**config.mk**
```make
export PLATFORM = sky130hd
export DESIGN_NAME = irq_dispatch
export DESIGN_NICKNAME = d
export VERILOG_FILES = /design/src/rtl/irqd_pkg.sv /design/src/rtl/irqd_edge_capture.sv /design/src/rtl/irqd_prio_pick.sv /design/src/rtl/irqd_target_resolve.sv /design/src/rtl/irq_dispatch.sv
export SDC_FILE = /design/constraint.sdc
export NUM_CORES = 1
export LEC_CHECK = 0
export ABC_AREA = 1
export BUFFER_PORTS_ARGS = -buffer_cell sky130_fd_sc_hd__buf_2
export CORE_AREA = 2 2 103 105
export CTS_CLUSTER_DIAMETER = 60
export DETAILED_ROUTE_END_ITERATION = 12
export DIE_AREA = 0 0 105 107
export PLACE_DENSITY = 0.77
export SLEW_MARGIN = 10
export SYNTH_ARGS = -nofsm -noshare
export SYNTH_HDL_FRONTEND = slang
export SYNTH_SLANG_ARGS = --single-unit
export TNS_END_PERCENT = 100
```
**constraint.sdc**
```tcl
create_clock -name clk -period 2.35 [get_ports clk]
set_clock_uncertainty 0.1 [all_clocks]
set_input_delay 0.3525 -clock clk [delete_from_list [all_inputs] [get_ports clk]]
set_output_delay 0.3525 -clock clk [all_outputs]
set_load 0.01 [all_outputs]
```
**src/rtl/irqd_pkg.sv**
```systemverilog
package irqd_pkg;
  localparam int ENTRY_W = 23;
  localparam int DEST_W  = 8;
  localparam int VEC_W   = 8;

  typedef struct packed {
    logic              masked;
    logic              trig;
    logic              pol;
    logic              logical;
    logic [2:0]        dlv;
    logic [DEST_W-1:0] dest;
    logic [VEC_W-1:0]  vec;
  } route_t;

  localparam logic [2:0]        DLV_LOWPRI = 3'b001;
  localparam logic [2:0]        DLV_EXTINT = 3'b111;
  localparam logic [DEST_W-1:0] DEST_ALL   = 8'hFF;
endpackage

```
**src/rtl/irqd_edge_capture.sv**
```systemverilog
module irqd_edge_capture #(
  parameter int NPINS = 8
) (
  input  logic             clk,
  input  logic             rst_n,
  input  logic [NPINS-1:0] pins,
  input  logic [NPINS-1:0] clr,
  output logic [NPINS-1:0] pending
);
  logic [NPINS-1:0] seen;
  logic [NPINS-1:0] rise;

  assign rise = pins & ~seen;

  always_ff @(posedge clk) begin
    if (!rst_n) begin
      seen    <= '0;
      pending <= '0;
    end else begin
      seen    <= pins;
      // a fresh edge wins over a clear in the same cycle
      pending <= (pending & ~clr) | rise;
    end
  end
endmodule

```
**src/rtl/irqd_prio_pick.sv**
```systemverilog
module irqd_prio_pick #(
  parameter int NPINS = 8,
  localparam int IW = (NPINS > 1) ? $clog2(NPINS) : 1
) (
  input  logic [NPINS-1:0] req,
  output logic             any,
  output logic [IW-1:0]    idx
);
  always_comb begin
    idx = '0;
    for (int p = NPINS - 1; p >= 0; p--) begin
      if (req[p]) idx = IW'(p);
    end
  end

  assign any = |req;
endmodule

```
**src/rtl/irqd_target_resolve.sv**
```systemverilog
module irqd_target_resolve #(
  parameter int NCPU = 4
) (
  input  logic            logical,
  input  logic [7:0]      dest,
  input  logic [NCPU*8-1:0] ids,
  output logic [NCPU-1:0] targets
);
  logic bcast;
  assign bcast = (dest == irqd_pkg::DEST_ALL);

  for (genvar c = 0; c < NCPU; c++) begin : g_cpu
    logic hit_log;
    logic hit_phys;
    assign hit_log  = |(ids[c*8 +: 8] & dest);
    assign hit_phys = bcast || ({24'd0, dest} == 32'(c));
    assign targets[c] = logical ? hit_log : hit_phys;
  end
endmodule

```
**src/rtl/irq_dispatch.sv**
```systemverilog
module irq_dispatch #(
  parameter int NPINS = 8,
  parameter int NCPU  = 4
) (
  input  logic                 clk,
  input  logic                 rst_n,
  input  logic [NPINS-1:0]     irq_pins,
  input  logic [NPINS*23-1:0]  route_tbl,
  input  logic [NCPU*8-1:0]    logical_ids,
  input  logic [7:0]           legacy_vector,
  output logic                 msg_valid,
  input  logic                 msg_ready,
  output logic [7:0]           msg_vector,
  output logic [2:0]           msg_dlv,
  output logic                 msg_logical,
  output logic                 msg_level,
  output logic                 msg_trigger,
  output logic [7:0]           msg_dest,
  output logic [NCPU-1:0]      msg_targets,
  output logic                 err_pulse
);
  import irqd_pkg::*;

  localparam int IW = (NPINS > 1) ? $clog2(NPINS) : 1;

  logic [NPINS-1:0] pending;
  logic [NPINS-1:0] clr;
  logic             any;
  logic [IW-1:0]    pick;
  logic             slot_free;
  logic             take;
  route_t           ent;
  logic [NCPU-1:0]  tgt;

  irqd_edge_capture #(.NPINS(NPINS)) u_cap (
    .clk     (clk),
    .rst_n   (rst_n),
    .pins    (irq_pins),
    .clr     (clr),
    .pending (pending)
  );

  irqd_prio_pick #(.NPINS(NPINS)) u_pick (
    .req (pending),
    .any (any),
    .idx (pick)
  );

  assign ent       = route_t'(route_tbl[pick*ENTRY_W +: ENTRY_W]);
  assign slot_free = !msg_valid || msg_ready;
  assign take      = any && slot_free;
  assign clr       = take ? (NPINS'(1) << pick) : '0;

  irqd_target_resolve #(.NCPU(NCPU)) u_res (
    .logical (ent.logical),
    .dest    (ent.dest),
    .ids     (logical_ids),
    .targets (tgt)
  );

  always_ff @(posedge clk) begin
    if (!rst_n) begin
      msg_valid   <= 1'b0;
      err_pulse   <= 1'b0;
      msg_vector  <= '0;
      msg_dlv     <= '0;
      msg_logical <= 1'b0;
      msg_level   <= 1'b0;
      msg_trigger <= 1'b0;
      msg_dest    <= '0;
      msg_targets <= '0;
    end else begin
      err_pulse <= 1'b0;
      if (msg_valid && msg_ready) msg_valid <= 1'b0;
      if (take && !ent.masked) begin
        if (ent.dlv == DLV_LOWPRI) begin
          err_pulse <= 1'b1;
        end else begin
          msg_valid   <= 1'b1;
          msg_vector  <= (ent.dlv == DLV_EXTINT) ? legacy_vector : ent.vec;
          msg_dlv     <= ent.dlv;
          msg_logical <= ent.logical;
          msg_level   <= ent.pol;
          msg_trigger <= ent.trig;
          msg_dest    <= ent.dest;
          msg_targets <= tgt;
        end
      end
    end
  end
endmodule

```
**After elaboration in Yosys (flattened, before gate mapping)**

Cells that the tools add are included.

- Flip-flop bits (word level): 44
- Input port bits: 235
- Logic and storage cells: 66
- Output and inout bits: 28

- Bitwise operators: 10
- Eq/ne operators: 6
- Multipliers: 1
- Reductions and logical operators: 18
- Muxes and demuxes: 18
- Shifts and indexed selects: 2

Operators by type and width:

| kind | count |
|---|---|
| $shiftx A184 B9 Y23 | 1 |
| $and A8 B8 Y8 | 6 |
| $reduce_or A8 Y1 | 5 |
| $mux W3 | 8 |
| $eq A8 B2 Y1 const B | 2 |
| $mux W8 | 2 |
| $not A8 Y8 | 2 |
| $eq A8 B1 Y1 const B | 1 |
| $eq A8 B8 Y1 const B | 1 |
| $logic_not A8 Y1 | 1 |
| $mul A3 B5 Y8 const B | 1 |
| $mux W1 | 8 |
| $or A8 B8 Y8 | 1 |
| $shl A1 B3 Y8 const A | 1 |
| $logic_or A1 B1 Y1 | 5 |
| $reduce_and A2 Y1 | 2 |
| $eq A3 B1 Y1 const B | 1 |
| $eq A3 B3 Y1 const B | 1 |
| $logic_and A1 B1 Y1 | 3 |
| $logic_not A1 Y1 | 2 |
| $not A1 Y1 | 1 |

**Longest topological paths before layout**

- Depth in word-level cells: 13
- Depth in mapped cells: 21
- Mapped depth without buffers: 21

**Hierarchy**

From an unflattened synthesis, not the netlist that was laid out.

- Cells, all modules: 700
- Area total of the unflattened synthesis: 3,877.5 µm²

By module, submodules not included:

| module | times used | area an instance (µm²) | seq. area each (µm²) | cells each |
|---|---|---|---|---|
| irq_dispatch | 1 | 2,787.7 | 560.5 | 498 |
| irqd_edge_capture | 1 | 573.0 | 320.3 | 74 |
| irqd_target_resolve | 1 | 417.9 | 0.0 | 106 |
| irqd_prio_pick | 1 | 98.8 | 0.0 | 22 |

**Least setup slack after synthesis**

Ideal clock, no wire load.

- Path kind: register to register
- Start: register u_cap.pending[6]
- End: register msg_vector[0]
- Clock period less this slack: 2.076 ns
- Buffers on the path: 2
- Stages on the path, launching flop included: 20
- Data required time: 2.137 ns
- Setup slack: 0.274 ns
- Arrival time: 1.864 ns
- Library setup time: 0.113 ns
- Path through: dfxtp_1 inv_2 nand2_1 nand2_1 nand2_2 nand2_4 nand2_8 nor2_1 buf_2 nand2_1 nand2_1 nor2_1 nand3_2 nand2_2 nand3_2 nand2_4 inv_2 buf_4 o211ai_2 inv_2

- Word-level cells in the longest chain between the ends: 12
- Elaborated cells between the ends (all ways): 18
- Classes of those cells: mul (1); eq/ne (2); shift (1); mux (8); bitwise (1); reduce/logical (5)

RTL lines:

| what | line | text |
|---|---|---|
| start: declaration | irqd_edge_capture.sv:8 | `output logic [NPINS-1:0] pending` |
| start signal: assignment | irqd_edge_capture.sv:22 | `pending <= (pending & ~clr) \| rise;` |
| $mux W3 (7 in a row) | irqd_prio_pick.sv:12 | `if (req[p]) idx = IW'(p);` |
| $mul A3 B5 Y8 | irq_dispatch.sv:49 | `assign ent = route_t'(route_tbl[pick*ENTRY_W +: ENTRY_W]);` |
| $shiftx A184 B9 Y23 | irq_dispatch.sv:49 |  |
| $eq A3 B1 Y1 or $logic_not A1 Y1 (tied branches) | irq_dispatch.sv:76, irq_dispatch.sv:75 |  |
| $not A1 Y1 (no source line) or $logic_and A1 B1 Y1 (tied branches) | n/a |  |
| $reduce_and A2 Y1 (no source line) | n/a |  |
| end signal: assignment | irq_dispatch.sv:80 | `msg_vector <= (ent.dlv == DLV_EXTINT) ? legacy_vector : ent.vec;` |
| end: declaration | irq_dispatch.sv:13 | `output logic [7:0] msg_vector,` |

Several ways; a longest one is shown, not always the timed one.
A chain may end at the register's enable or synchronous reset.

**Final worst setup path**

- Start: register u_cap.pending[2]
- End: register msg_targets[1]

- Word-level cells in the longest chain between the ends: 8
- Elaborated cells between the ends (all ways): 18
- Classes of those cells: mul (1); eq/ne (3); shift (1); mux (4); bitwise (2); reduce/logical (7)

RTL lines:

| what | line | text |
|---|---|---|
| $mux W3 (3 in a row) | irqd_prio_pick.sv:12 |  |
| $mul A3 B5 Y8 | irq_dispatch.sv:49 |  |
| $shiftx A184 B9 Y23 | irq_dispatch.sv:49 |  |
| $eq A8 B8 Y1 (tied with other cells) | irqd_target_resolve.sv:10 | `assign bcast = (dest == irqd_pkg::DEST_ALL);` |
| $logic_or A1 B1 Y1 (tied with other cells) | irqd_target_resolve.sv:16 | `assign hit_phys = bcast \|\| ({24'd0, dest} == 32'(c));` |
| $mux W1 or $reduce_and A2 Y1 (tied branches) | n/a |  |
| end signal: assignment | irq_dispatch.sv:86 | `msg_targets <= tgt;` |
| end: declaration | irq_dispatch.sv:19 | `output logic [NCPU-1:0] msg_targets,` |

Several ways; a longest one is shown, not always the timed one.

==> results.cfg <==
[floorplanning]
die_area_um2 = 11200
die_x_um = 105
pin_count = 263
rows = 37
start_util_pct = 40.7
core_area_um2 = 10100
die_h_um = 107

[clock_network]
clock_sinks = 44
h-tree-depth = 2
cts_tree = done
cts.path.max_buffers = 2
hold_buffers = 0
cts_made_buffers = 5
clockRootBuffer = clkbuf_8
clkSlewWorstSetupHoldPaths_ps = 90
insertion_delay_ps = 300

[grt]
grt_pass1_vias = 5351
antenna_found_initial = 3
grt_max_degree = 27
grt_remaining_overflow = 0
grt.total_usage_pct = 28.9
grt_pass1_wl_um = 26000

[drt]
routed_wl_um = 17200
ant_nets = 0
vias_per_cell = 5.08
drc_errors = 0
wl_per_cell_um = 15.3
vias = 5735
drt_iter0_markers = 358
drt-pass1-iter-count = 5

[sta]
period_needed_ps = 2340
setup_viol = 0
rsz0062_at_grt = yes
slew_viol_final = 0
tns_ps = 0
relSlewSlack_pct = 68.2
fin_crit_sh_pct = 99.5
hold_viol_final = 0
worst-slew-pin-transition_ps = 476
max_freq_mhz = 428

[job]
maxCapViolCount = 0

[final_layout]
syn_to_final_growth_pct = 52.6
nNetsFinal = 1223
drive_gt1_share_pct = 43.4
final_cell_area_um2 = 6270
final_cell_mix = buf_2, nand2_1, nand3_1
instances_no_fill = 1128
layout_commonest_cell = buf_2
post-route-util_pct = 62.1

[setup_path]
cp-start-kind = flop
reg2reg_from = u_cap.pending[2]$_SDFF_PN0_
crit_required_ps = 2430
endpoint_kind = flop
crit_path_start = u_cap.pending[2]$_SDFF_PN0_
arrival_ps = 2420
cp_max_fo = 8
criticalPathCategory = reg -> reg
r2r_slack_ps = 10

[synth]
synth_nets = 934
synth_top_area_cell = dfxtp_1
syn_inst = 699
ys_warn_count = 0
synth.avg_cell_area_um2 = 5.87
synth_area_um2 = 4110
ys_ff_latch = 44
yosys-top-cells-area = dfxtp_1, nand2_1, nand3_1, inv_1, nor2_1
synth.distinct_cells = 32
seq_area_frac_synth_pct = 21.5
synth_top_area_share_pct = 21.5

[pwr]
power_mw = 4.84
power_density_nw_per_um2 = 772
p_leak_nw = 3.48
ir_drop_mv = 0.309

[placed_design]
postPlaceCellArea_um2 = 5660
gp_congestion = 0.918
numPortBuffers = 262
hpwl_um = 13400
placed_cells = 1097

[hold_path]
worstHoldStart = irq_pins[5]
min_path_type = in -> reg

[outcome]
status = completed
## cells in the mapped netlist (all sizes together)
library cell and instances:
nand2 234, inv 90, nand3 89, nor2 71, dfxtp 44, nand4 33, buf 28, o21ai 23
nand3b 22, a21oi 19, a221oi 12, clkbuf 9, o211ai 9, o22ai 7, a31oi 4, nor3 2
o221ai 1, o32ai 1, or2 1
## registers in the layout, summed over array words and instances, names as in the netlist
register / count
u_cap.pending: 8
msg_vector: 8
msg_dlv: 3
msg_level: 1
msg_targets: 4
msg_dest: 8
msg_trigger: 1
err_pulse: 1
msg_logical: 1
msg_valid: 1
u_cap.seen: 8
## layer usage
layer / share of wire, % / GRT usage (%)
met1: 39 / 32.4
met4: 3.9 / 10.8
met3: 7.7 / 5.47
met2: 50 / 53.9
met5: 0 / 0
## kinds of logic after synthesis
family	count (synthesis)	synth area share, %
AND/OR/NAND/NOR	452	51.8
buffers and inverters	127	14.1
AO/OA/AOI/OAI	76	12.7
flip-flops	44	21.5
## cell type report
class,instances,area [um2]
fill,969,3830
multi-input combinational,528,2880
timing repair buffer,319,1870
sequential,44,888
inverter,90,350
tap,136,170
clock buffer,6,82.6
clock inverter,2,15.0
antenna,3,7.51
## power by group
group	internal [mW]	switching, mW	leakage (nW)
Sequential	0.960	0.126	0.367
Combinational	1.33	1.91	3.07
Clock	0.238	0.270	0.0435
Total	2.53	2.31	3.48
## worst max-delay path: stages, from the launching register on
cell	delay [ps]
dfxtp_2	360
nor2_4	130
buf_6	110
a21oi_4	70
buf_12	140
buf_4	130
nand3_1	70
nand2_1	70
nor2_1	130
nand3_1	150
nand2_2	130
nand3_4	90
nand2_4	110
buf_12	140
nor2_4	50
nand2_1	60
nand2_1	50
nor2_1	90
nor2_1	40
## final timing paths
kind                                 endpoint  cells past startpoint
hold / removal       u_cap.seen[5]$_SDFF_PN0_                      3
hold reg to reg   u_cap.pending[5]$_SDFF_PN0_                      1
setup reg to reg  msg_targets[1]$_SDFFE_PN0P_                     18
setup / recovery  msg_targets[1]$_SDFFE_PN0P_                     18
## per-stage QoR
stage	hold slack [ps]	worst slack [ps]
after detailed placement	315	-45.0
final	157	11.1
after global routing	164	-103
after CTS	149	8.53
after global placement	307	24.2
after floorplan	302	274
## what timing repair did
action	4_1_cts	5_1_grt
gates resized for setup	6	69
cloned	0	2
setup buffers	1	18
pin swaps	1	42
setup endpoints to repair	12	24
(Power assumes the default switching activity.)
